`src/rtl/scl_clock_gen.sv`:
```
module scl_clock_gen #(
  parameter int W = 16,
  parameter bit FIXED_D6 = 1'b0
) (
  input  logic         clk,
  input  logic         rst_n,
  input  logic         run,
  input  logic [W-1:0] presc,
  input  logic [W-1:0] low_cnt,
  input  logic [W-1:0] high_cnt,
  input  logic         scl_in,
  output logic         scl_drive_low,
  output logic         scl_rise,
  output logic         scl_fall
);
  typedef enum logic [1:0] {S_IDLE, S_LOW, S_HIGH} st_t;

  st_t          st;
  logic [W-1:0] p_r, l_r, h_r, pcnt;
  logic [W:0]   ph, phase_len;
  logic [2:0]   extra;
  logic         gate, tick, last;

  generate
    if (FIXED_D6) begin : g_fixed
      assign extra = 3'd6;
    end else begin : g_scaled
      assign extra = (p_r == '0) ? 3'd7 : (p_r == W'(1)) ? 3'd6 : 3'd5;
    end
  endgenerate

  assign phase_len = {1'b0, (st == S_HIGH) ? h_r : l_r} + (W+1)'(extra);
  assign gate = (st == S_LOW) || (st == S_HIGH && scl_in);
  assign tick = gate && (pcnt == p_r);
  assign last = tick && (ph == phase_len - 1'b1);

  always_ff @(posedge clk or negedge rst_n) begin
    if (!rst_n) begin
      st <= S_IDLE; p_r <= '0; l_r <= '0; h_r <= '0;
      pcnt <= '0; ph <= '0;
      scl_drive_low <= 1'b0; scl_rise <= 1'b0; scl_fall <= 1'b0;
    end else begin
      scl_rise <= 1'b0;
      scl_fall <= 1'b0;
      if (!run) begin
        p_r <= presc; l_r <= low_cnt; h_r <= high_cnt;
        pcnt <= '0; ph <= '0; st <= S_IDLE;
        scl_drive_low <= 1'b0;
        if (st == S_LOW) scl_rise <= 1'b1;
      end else if (st == S_IDLE) begin
        if (h_r != '0) begin
          st <= S_LOW; scl_drive_low <= 1'b1; scl_fall <= 1'b1;
        end
      end else if (gate) begin
        if (tick) begin
          pcnt <= '0;
          if (last) begin
            ph <= '0;
            st <= (st == S_LOW) ? S_HIGH : S_LOW;
            scl_drive_low <= (st == S_HIGH);
            scl_rise <= (st == S_LOW);
            scl_fall <= (st == S_HIGH);
          end else begin
            ph <= ph + 1'b1;
          end
        end else begin
          pcnt <= pcnt + 1'b1;
        end
      end
    end
  end

  AST_IDLE_RELEASED: assert property (@(posedge clk) disable iff (!rst_n) !run |=> !scl_drive_low);
  AST_FALL_STROBE: assert property (@(posedge clk) disable iff (!rst_n) $rose(scl_drive_low) |-> scl_fall);
  AST_RISE_STROBE: assert property (@(posedge clk) disable iff (!rst_n) $fell(scl_drive_low) |-> scl_rise);
  AST_STROBE_EXCL: assert property (@(posedge clk) disable iff (!rst_n) !(scl_rise && scl_fall));
  AST_ZERO_HIGH_QUIET: assert property (@(posedge clk) disable iff (!rst_n) (h_r == '0) |-> !scl_drive_low);
  AST_STRETCH_HOLD: assert property (@(posedge clk) disable iff (!rst_n) (run && st == S_HIGH && !scl_in) |=> ($stable(ph) && $stable(pcnt)));
endmodule

```
`config.mk`:
```
export PLATFORM = sky130hd
export DESIGN_NAME = scl_clock_gen
export DESIGN_NICKNAME = d
export VERILOG_FILES = /design/src/rtl/scl_clock_gen.sv
export SDC_FILE = /design/constraint.sdc
export NUM_CORES = 1
export LEC_CHECK = 0
export ABC_AREA = 1
export BUFFER_PORTS_ARGS = -buffer_cell sky130_fd_sc_hd__buf_2
export CAP_MARGIN = 25
export CORE_ASPECT_RATIO = 1.75
export CORE_UTILIZATION = 49
export CTS_CLUSTER_DIAMETER = 200
export DETAILED_ROUTE_END_ITERATION = 8
export GPL_ROUTABILITY_DRIVEN = 1
export MAX_ROUTING_LAYER = met4
export PLACE_DENSITY = 0.69
export SETUP_SLACK_MARGIN = 0.3
export SLEW_MARGIN = 0
export SYNTH_ARGS = -nofsm -noshare
export SYNTH_HDL_FRONTEND = slang
export SYNTH_SLANG_ARGS = --single-unit
```
`constraint.sdc`:
```
create_clock -name clk -period 5.38 [get_ports clk]
set_input_delay 1.614 -clock clk [delete_from_list [all_inputs] [get_ports clk]]
set_output_delay 1.614 -clock clk [all_outputs]
set_load 0.02 [all_outputs]
```
==> impl_metrics.ini, run 1 <==
[floorplanning]
die_y_um = 136
start_util_pct = 50.8
io_pins = 55
die_w_um = 78.6
rows = 48
fp.dieArea_um2 = 10700
fp.coreArea_um2 = 9910

[yosys]
syn_area_per_cell_um2 = 7.38
netlist_area_um2 = 5040
synthDistinctLibCells = 35
syn_nets = 741
synth-warning-count = 0
ys_ff_latch = 86
synthCells = 682
ys_seq_area_share_pct = 42.7

[grt]
antenna_found_initial = 0
grt_pass1_wl_um = 21400
overflow = 0
grt_pass1_vias = 4720
track_usage_pct = 27.0
grt_max_degree = 73

[clock_network]
cts_hold_buf = 0
postCtsSetupRepairBufs = 0
cts_resized = 0
cts_buffer_depth = 2
numCtsBuffers = 9
cts_root_buffer = clkbuf_16
path_clk_slew_ps = 70
ctsHtreeMaxLevel = 3
cts_tree = done
cts.sinks = 86
clock_latency_ps = 350

[route]
drt-initial-drc-count = 310
drc = 0
vias = 4499
routed_via_density = 5.23
drt_first_pass_iters = 6
ant_nets = 0
wl_per_cell_um = 14.5
wl_um = 12500

[worst_setup_path]
r2r_setup_slack_ps = 1530
critical_path_required_ps = 5590
critical-path-top-delay-family = simple AND/OR/NAND/NOR gates
arrival_ps = 4060
path_common_cell = nand2_1
critical-path-slowest-cell = dfrtp_1
r2r-start = st[1]
crit_type = register to register
crit_buf_inv = 3
r2r_cells = 19
r2r-end = ph[1]
path_cells = inv_1, nor2_1, o21ai_0, ha_1, inv_1, ha_1, fa_1, nand3_1, inv_1, nand2_1, nand2_1, nand2_1, nand2_1, a21oi_1, nand3_1, nor2_1, nand2_2, nand2_4, o22ai_1
start_kind = register
critPathMaxStageDelay_ps = 640
crit_fanout = 16
setup.worst_path.end_class = register

[flow_run]
cap_violations = 0

[layout]
final_cell_mix = nand2_1 (242), dfrtp_1 (86), inv_1 (73)
layout.cells.non_filler = 860
layout_commonest_cell = nand2_1
antennaDiodeCount = 0
final_util_pct = 57.3
drive_gt1_share_pct = 14.7
area_delta_synth_final_pct = 12.8
final_nets = 789

[sta]
hold_viol_final = 0
worst-slew-pin-transition_ps = 649
max_freq_ghz = 0.260
drv_slew = 0
fin_crit_ps = 3850
post-route-period-util_pct = 71.5
fin_setup_tns_ps = 0
setup_viol = 0
fin_hold_ws_ps = 491
max_slew_margin_pct = 56.6
rsz0062_at_grt = false
fin_worst_skew_ps = 8.42

[hold_path]
hold_class = register to register
min_to = scl_drive_low
worstHoldPathCells = 2
min_from = scl_drive_low

[outcome]
status = completed

[place]
placement.io_buffers = 54
detailed_place_hpwl_um = 9490
gp_congestion = 0.914
dpl.cell_count = 844

[power]
leakagePower_nw = 2.83
vdd_drop_max_mv = 0.225
p_total_mw = 1.84
p_per_area_nw_per_um2 = 324
metal layers:
| layer | wire length [µm] | vias to the layer above | part of all wire, % | GRT usage, % |
|---|---|---|---|---|
| li1 | - | 2262 | - | - |
| met1 | 4590 | 2104 | 37 | 26.0 |
| met2 | 7060 | 95 | 57 | 50.9 |
| met3 | 263 | 38 | 2.1 | 3.09 |
| met4 | 541 | 0 | 4.3 | 15.1 |
| met5 | 0 | - | 0 | - |
Yosys cell counts:
master      n  area share, %
nand2_1   242             18
dfrtp_1    86             43
inv_1      73            5.4
nor2_1     44            3.3
nand3_1    40            4.0
o21ai_0    34            3.4
xor2_1     26            4.5
nor3_1     20            2.0
a21oi_1    14            1.4
nand4_1    13            1.6
clkbuf_1   11           0.82
nand2_2    10            1.2
nor2_2     10            1.2
nor4_1      9            1.1
xnor2_1     9            1.6
ha_1        6            1.5
buf_6       4           0.89
nor2_4      3           0.67
o22ai_1     3           0.37
a31oi_1     2           0.25
buf_2       2           0.20
buf_4       2           0.30
inv_2       2           0.15
nand2_4     2           0.45
nand3_2     2           0.40
o21ai_1     2           0.20
o21ai_2     2           0.35
or2_2       2           0.25
a21oi_2     1           0.17
a221oi_1    1           0.17
a32o_1      1           0.20
buf_12      1           0.40
fa_1        1           0.40
nand3b_1    1           0.15
nor3_2      1           0.20
worst max path at each step:
stage                     cells past startpoint  slack (ps)    end  startpoint
after floorplan                              21        2430  ph[3]       st[1]
after global placement                       19        1760  ph[1]       st[1]
after detailed placement                     19        1570  ph[1]       st[1]
after CTS                                    19        1560  ph[1]       st[1]
after global routing                         19        1180  ph[1]       st[1]
final                                        19        1530  ph[1]       st[1]
sequential cells by signal (all words and copies together) (netlist names):
| signal | flops |
|---|---|
| ph | 17 |
| h_r | 16 |
| l_r | 16 |
| p_r | 16 |
| pcnt | 16 |
| st | 2 |
| scl_drive_low | 1 |
| scl_fall | 1 |
| scl_rise | 1 |
layout make-up:
cell class              count  area (µm²)
flip-flops and latches     86        2150
repair buffers             57         315
clock buffers               9         225
clock inverters             7        80.1
fillers                   965        4230
inverters                  75         282
well taps                 125         156
multi-input cells         501        2470
logic make-up after synthesis:
kind of cell / share of synthesized area, %
AO/OA/AOI/OAI: 6.48
XOR/XNOR: 6.09
adder cells (fa/ha/maj): 1.89
buffers and inverters: 8.20
flip-flops: 42.7
AND/OR/NAND/NOR: 34.6
power by group:
group / switching (mW) / internal, mW
registers: 0.0568 / 0.699
logic: 0.291 / 0.148
clock network: 0.281 / 0.366
total: 0.629 / 1.21
tightest hold or removal path, delay by kind of cell (launching register included):
kind / cells / cell delay [ps]
AND/OR/NAND/NOR: 2 / 110
flip-flops: 1 / 360
metrics by stage:
step / setup slack [ps] / instance area, µm²
6_report: 1530 / 5680
5_1_grt: 1180 / 5680
4_1_cts: 1560 / 5680
3_5_place_dp: 1570 / 5380
3_3_place_gp: 1760 / 5350
2_1_floorplan: 2430 / 5040
Power figures use the tool's default switching activity.
==> inputs of run 2 (changes only) <==
--- a/config.mk
+++ b/config.mk
@@ -14,7 +14,7 @@
 export DETAILED_ROUTE_END_ITERATION = 8
 export GPL_ROUTABILITY_DRIVEN = 1
 export MAX_ROUTING_LAYER = met4
-export PLACE_DENSITY = 0.69
+export PLACE_DENSITY = 0.71
 export SETUP_SLACK_MARGIN = 0.3
 export SLEW_MARGIN = 0
 export SYNTH_ARGS = -nofsm -noshare
==> constraint.sdc (replaced) <==
create_clock -name clk -period 3.4 [get_ports clk]
set_input_delay 1.02 -clock clk [delete_from_list [all_inputs] [get_ports clk]]
set_output_delay 1.02 -clock clk [all_outputs]
set_load 0.02 [all_outputs]
==> run 2 against run 1 <==
Effect of this change:
- clock skew shrank 0.91 ps
- die area stayed put
- critical path depth down 2
- cell area increased by 4.1%
- sequential power grew 56%
- fmax grew 18%
- worst setup slack lost 1400 ps
- register-to-register slack got worse by 1400 ps
- routed wire length grew 3.5%
- clock power is 77% higher
- first-iteration DRC count is 11% lower
- highest routed layer unchanged
==> impl_metrics.ini, run 2 (synthesis results as in run 1) <==
[outcome]
status = completed

[hold_path]
hold_class = register to register

[place]
place_ws_ps = 38.0
placement.io_buffers = 54
gp_congestion = 0.943
placed_area_um2 = 5410
detailed_place_hpwl_um = 9360

[grt]
grt_pass1_vias = 4724
overflow = 0
grt_pass1_wl_um = 21500
antenna_found_initial = 0
grt_use_met2_pct = 49.2
track_usage_pct = 27.4
grt_use_met1_pct = 26.8
grt.busiest_layer = met2
grtUsageMet3_pct = 4.09
grt_max_degree = 87

[worst_setup_path]
start_kind = register
path_cells = nor4_4, nand4_1, nor2_1, ha_1, inv_1, ha_4, fa_2, xor2_1, nor3_1, nand4_1, nor2_1, nand3_1, nor2_1, nand2_2, buf_12, nand2_8, o21ai_0
crit_fanout = 8
critPathMaxStageDelay_ps = 450
critical-path-top-delay-family = simple AND/OR/NAND/NOR gates
arrival_ps = 3490
crit_type = register to register
r2r_setup_slack_ps = 140
path_common_cell = nor2_1
setup.worst_path.end_class = register
critical-path-slowest-cell = fa_2
critical_path_required_ps = 3630
crit_buf_inv = 2

[layout]
largest-register = ph
drive_gt1_share_pct = 17.7
final_cell_mix = nand2_1 (241), dfrtp_1 (86), inv_1 (72)
final_util_pct = 59.7
final_area_um2 = 5910
largest_register_ffs = 17
area_delta_synth_final_pct = 17.4
fillCellCount = 901
layout_commonest_cell = nand2_1
final_nets = 801
antennaDiodeCount = 0

[clock_network]
clock_latency_ps = 340
cts.sinks = 86
cts_root_buffer = clkbuf_16
path_clk_slew_ps = 60
numCtsBuffers = 9
cts_buffer_depth = 2
cts_tree = done
ctsHtreeMaxLevel = 3

[sta]
post-route-period-util_pct = 95.9
worst-slew-pin-transition_ps = 620
fin_crit_ps = 3260
fin_hold_ws_ps = 470
max_slew_margin_pct = 58.3
fin_worst_skew_ps = 7.51
fin_setup_tns_ps = 0
max_freq_ghz = 0.307
drv_slew = 0
hold_viol_final = 0
rsz0062_at_grt = true
fin_ws_ps = 139
setup_viol = 0

[power]
p_per_area_nw_per_um2 = 523
vdd_drop_max_mv = 0.285
leakagePower_nw = 2.91

[route]
vias = 4603
routed_via_density = 5.28
drt_first_pass_iters = 6
drc = 0
wl_per_cell_um = 14.8
drt-initial-drc-count = 275
ant_nets = 0
wl_um = 12900

[floorplanning]
start_util_pct = 50.8
rows = 48
fp.dieArea_um2 = 10700
die_w_um = 78.6
io_pins = 55
fp.coreArea_um2 = 9910
die_y_um = 136

[flow_run]
cap_violations = 0
==> run 2: what timing repair did <==
action	in CTS	in global routing
hold buffers	0	0
endpoints found under the setup margin	22	22
resized for setup	9	9
pin swaps	5	9
setup buffers	3	3
gates cloned	1	0
==> run 2: power breakdown <==
part	internal (mW)	switching [mW]
registers	1.11	0.0772
clock network	0.740	0.412
logic	0.267	0.493
total	2.11	0.982
==> run 2: worst paths after layout <==
kind	cells past startpoint	startpoint	to
worst max-delay path	17	p_r[9]	ph[0]
worst min-delay path	2	scl_drive_low	scl_drive_low
worst max register to register	17	p_r[9]	ph[0]
max in group asynchronous	2	rst_n	l_r[3]
min in group asynchronous	2	rst_n	pcnt[5]
worst min register to register	2	scl_drive_low	scl_drive_low
==> run 2: per-layer routing <==
metal,up-vias,routed length [µm]
li1,2277,-
met2,126,7020
met3,53,372
met1,2147,4740
met5,-,0
met4,0,758
==> run 2: area by class of cell <==
cell class / count / area, µm² / area share [%]
Clock inverter: 5 / 106 / 1.80
Inverter: 75 / 282 / 4.76
Timing Repair Buffer: 68 / 403 / 6.81
Sequential cell: 86 / 2150 / 36.4
Multi-Input combinational cell: 502 / 2570 / 43.5
Tap cell: 125 / 156 / 2.64
Clock buffer: 11 / 243 / 4.10
==> run 2: through the flow <==
stage,cells,total power [mW]
detailed placement,849,1.92
finish,872,3.10
floorplan,682,1.73
global route,872,3.28
CTS,869,3.10
global placement,849,1.90
==> run 2: worst reg2reg max path, delay by kind of cell (launching register included) <==
family	cells	cell delay [ps]
AOI/OAI and AO/OA	1	80
xor gates and xnor gates	1	170
adders and majority gates	3	790
buffers and inverters	2	230
DFF	1	420
and+or+nand+nor	10	1450
==> inputs of run 3 (changes only) <==
--- a/config.mk
+++ b/config.mk
@@ -5,7 +5,6 @@
 export SDC_FILE = /design/constraint.sdc
 export NUM_CORES = 1
 export LEC_CHECK = 0
-export ABC_AREA = 1
 export BUFFER_PORTS_ARGS = -buffer_cell sky130_fd_sc_hd__buf_2
 export CAP_MARGIN = 25
 export CORE_ASPECT_RATIO = 1.75
@@ -15,6 +14,7 @@
 export GPL_ROUTABILITY_DRIVEN = 1
 export MAX_ROUTING_LAYER = met4
 export PLACE_DENSITY = 0.71
+export RECOVER_POWER = 100
 export SETUP_SLACK_MARGIN = 0.3
 export SLEW_MARGIN = 0
 export SYNTH_ARGS = -nofsm -noshare
==> run 3 against run 2 <==
Effect of this change:
- the flow now finishes with violations (max-capacitance violations, max-slew violations, negative setup slack)
- synthesized cell count shrank 33%
- register-to-register slack lost 280 ps
- non-clock buffer count increased by 26
- utilization is 2.3 points higher
- largest cell class unchanged
- largest power group unchanged
==> impl_metrics.ini, run 3 <==
[worst_setup_path]
critical_path_required_ps = 3610
crit_type = register to register
path_cells = nor4_4, nand4_1, nor2_1, ha_2, inv_2, ha_4, fa_2, nand2_2, mux2i_4, o21bai_4, a211oi_2, a31oi_1, o2bb2ai_2, buf_4, buf_4, o31ai_4, a31oi_1
r2r-end = st[0]
critPathMaxStageDelay_ps = 420
crit_fanout = 5
arrival_ps = 3750
critical-path-slowest-cell = dfrtp_1
r2r-start = p_r[1]
start_kind = register
r2r_cells = 17
r2r_setup_slack_ps = -140
setup.worst_path.end_class = register

[clock_network]
path_clk_slew_ps = 60
cts_root_buffer = clkbuf_16
cts_buffer_depth = 2
numCtsBuffers = 9
cts.sinks = 86
clock_latency_ps = 350
cts_tree = done
ctsHtreeMaxLevel = 3

[yosys]
synth.most_common_cell = dfrtp_1
synth_commonest_cells = dfrtp_1 (86), mux2_2 (50), nand2_1 (37)
ys_seq_area_share_pct = 43.9
synth-warning-count = 0
syn_area_per_cell_um2 = 10.8
synthTopCellsByArea = dfrtp_1 (44%), mux2_2 (11%), xnor2_1 (6.3%)
synthDistinctLibCells = 57
synth_top_cell_by_area = dfrtp_1
ys_ff_latch = 86
synth_edf_count = 0
async_reset_ff_share_pct = 100
netlist_area_um2 = 4900
syn_nets = 514
synthFlopType = dfrtp_1
synthCells = 455
yosysTopAreaCellShare_pct = 43.9

[floorplanning]
die_w_um = 77.6
start_util_pct = 50.1
die_y_um = 134
rows = 48
fp.coreArea_um2 = 9790
fp.dieArea_um2 = 10400
io_pins = 55

[grt]
grt_max_degree = 87
grt_pass1_vias = 4031
antenna_found_initial = 0
grt_pass1_wl_um = 19800
overflow = 0
track_usage_pct = 26.0

[route]
ant_nets = 0
wl_per_cell_um = 18.2
vias = 3797
drt-initial-drc-count = 178
drt_first_pass_iters = 4
wl_um = 12300
routed_via_density = 5.63
drc = 0

[sta]
drv_slew = 87
fin_worst_skew_ps = 7.60
hold_viol_final = 0
max_freq_ghz = 0.283
rsz0062_at_grt = true
post-route-period-util_pct = 104
max_slew_margin_pct = -37.9
fin_crit_ps = 3540
fin_hold_ws_ps = 520
setup_viol = 22
worst-slew-pin-transition_ps = 2070
fin_ws_ps = -136

[layout]
antennaDiodeCount = 0
largest_register_ffs = 17
area_delta_synth_final_pct = 23.8
layout_commonest_cell = dfrtp_1
drive_gt1_share_pct = 37.8
final_nets = 604
largest-register = ph
final_cell_mix = dfrtp_1 (86), buf_2 (51), mux2_2 (50)

[power]
p_per_area_nw_per_um2 = 415
leakagePower_nw = 2.58
vdd_drop_max_mv = 0.314
p_total_mw = 2.52

[hold_path]
min_to = l_r[2]
min_from = l_r[2]
worstHoldPathCells = 1
hold_class = register to register

[outcome]
status = finished, violations left
violations = max-capacitance violations, max-slew violations, negative setup slack

[place]
detailed_place_hpwl_um = 9180
placement.io_buffers = 54
gp_congestion = 0.907

[flow_run]
cap_violations = 1
## run 3: cell types whose count changed after synthesis, moves of 14 or more
cell | previous run | this run
mux2_2 | 0 | 50
xnor2_1 | 9 | 35
nor3_1 | 20 | 6
o21ai_0 | 34 | 6
nand2_1 | 242 | 37
inv_1 | 73 | 9
nand3_1 | 40 | 12
mux2i_1 | 0 | 16
## run 3: kinds of logic after synthesis
family	count (synthesis)	share of synthesized area, %
simple gates	161	18.0
flops	86	43.9
mux	70	16.2
xor+xnor	60	11.0
compound gates	47	6.66
buf+inv	24	2.32
fa+ha+maj	7	1.94
## run 3: repair_timing
| item | CTS | global route |
|---|---|---|
| setup buffers | 6 | 0 |
| hold buffers | 0 | 0 |
| pin swaps | 16 | 10 |
| endpoints found under the hold margin | 0 | 0 |
| setup endpoints to repair | 22 | 22 |
| resized for setup | 16 | 17 |
## run 3: metrics by stage
| stage | cell area [µm²] | util, % | std cells | worst slack, ps | setup TNS, ps |
|---|---|---|---|---|---|
| floorplan | 4960 | - | 455 | -42.6 | -111 |
| global placement | 5590 | 57.1 | 653 | -122 | -964 |
| detailed placement | 5590 | 57.1 | 653 | -269 | -3930 |
| CTS | 5990 | 61.2 | 675 | -116 | -2010 |
| global route | 6070 | 62.0 | 675 | -322 | -6290 |
| finish | 6070 | 62.0 | 675 | -136 | -2240 |
## run 3: worst max-delay path by stage
stage	startpoint	end	slack, ps
floorplan	st[0]	scl_fall	-40
global placement	p_r[4]	scl_fall	-120
detailed placement	p_r[1]	scl_fall	-270
CTS	p_r[7]	ph[10]	-120
global route	p_r[4]	st[0]	-320
finish	p_r[1]	st[0]	-140
## run 3: final cells by class
type / instances / area (µm²)
Fill cell: 796 / 3720
Multi-Input combinational cell: 345 / 2870
Sequential cell: 86 / 2150
Timing Repair Buffer: 94 / 584
Clock buffer: 12 / 246
Tap cell: 125 / 156
Inverter: 9 / 33.8
Clock inverter: 4 / 31.3
## run 3: where the power goes
group          leakage [nW]  switching [mW]  internal [mW]  total, mW
Sequential             1.09          0.0663           1.09       1.15
Combinational          1.37           0.219          0.222      0.441
Clock                 0.125           0.408          0.518      0.926
Total                  2.58           0.693           1.83       2.52
## run 3: worst max-delay path: cells and delay by family, from the launching register on
kind | cells | cell delay [ps]
compound gates | 6 | 1040
mux | 1 | 100
buf+inv | 3 | 340
flops | 1 | 420
fa+ha+maj | 3 | 740
simple gates | 4 | 760
## run 3: per-layer routing
| metal | track usage (%) | vias to the layer above | routed length (µm) | share of wire, % |
|---|---|---|---|---|
| met5 | - | - | 0 | 0 |
| met2 | 49.6 | 76 | 7180 | 58 |
| met1 | 25.0 | 1875 | 4380 | 36 |
| met4 | 13.3 | 0 | 459 | 3.7 |
| li1 | - | 1818 | - | - |
| met3 | 3.20 | 28 | 298 | 2.4 |
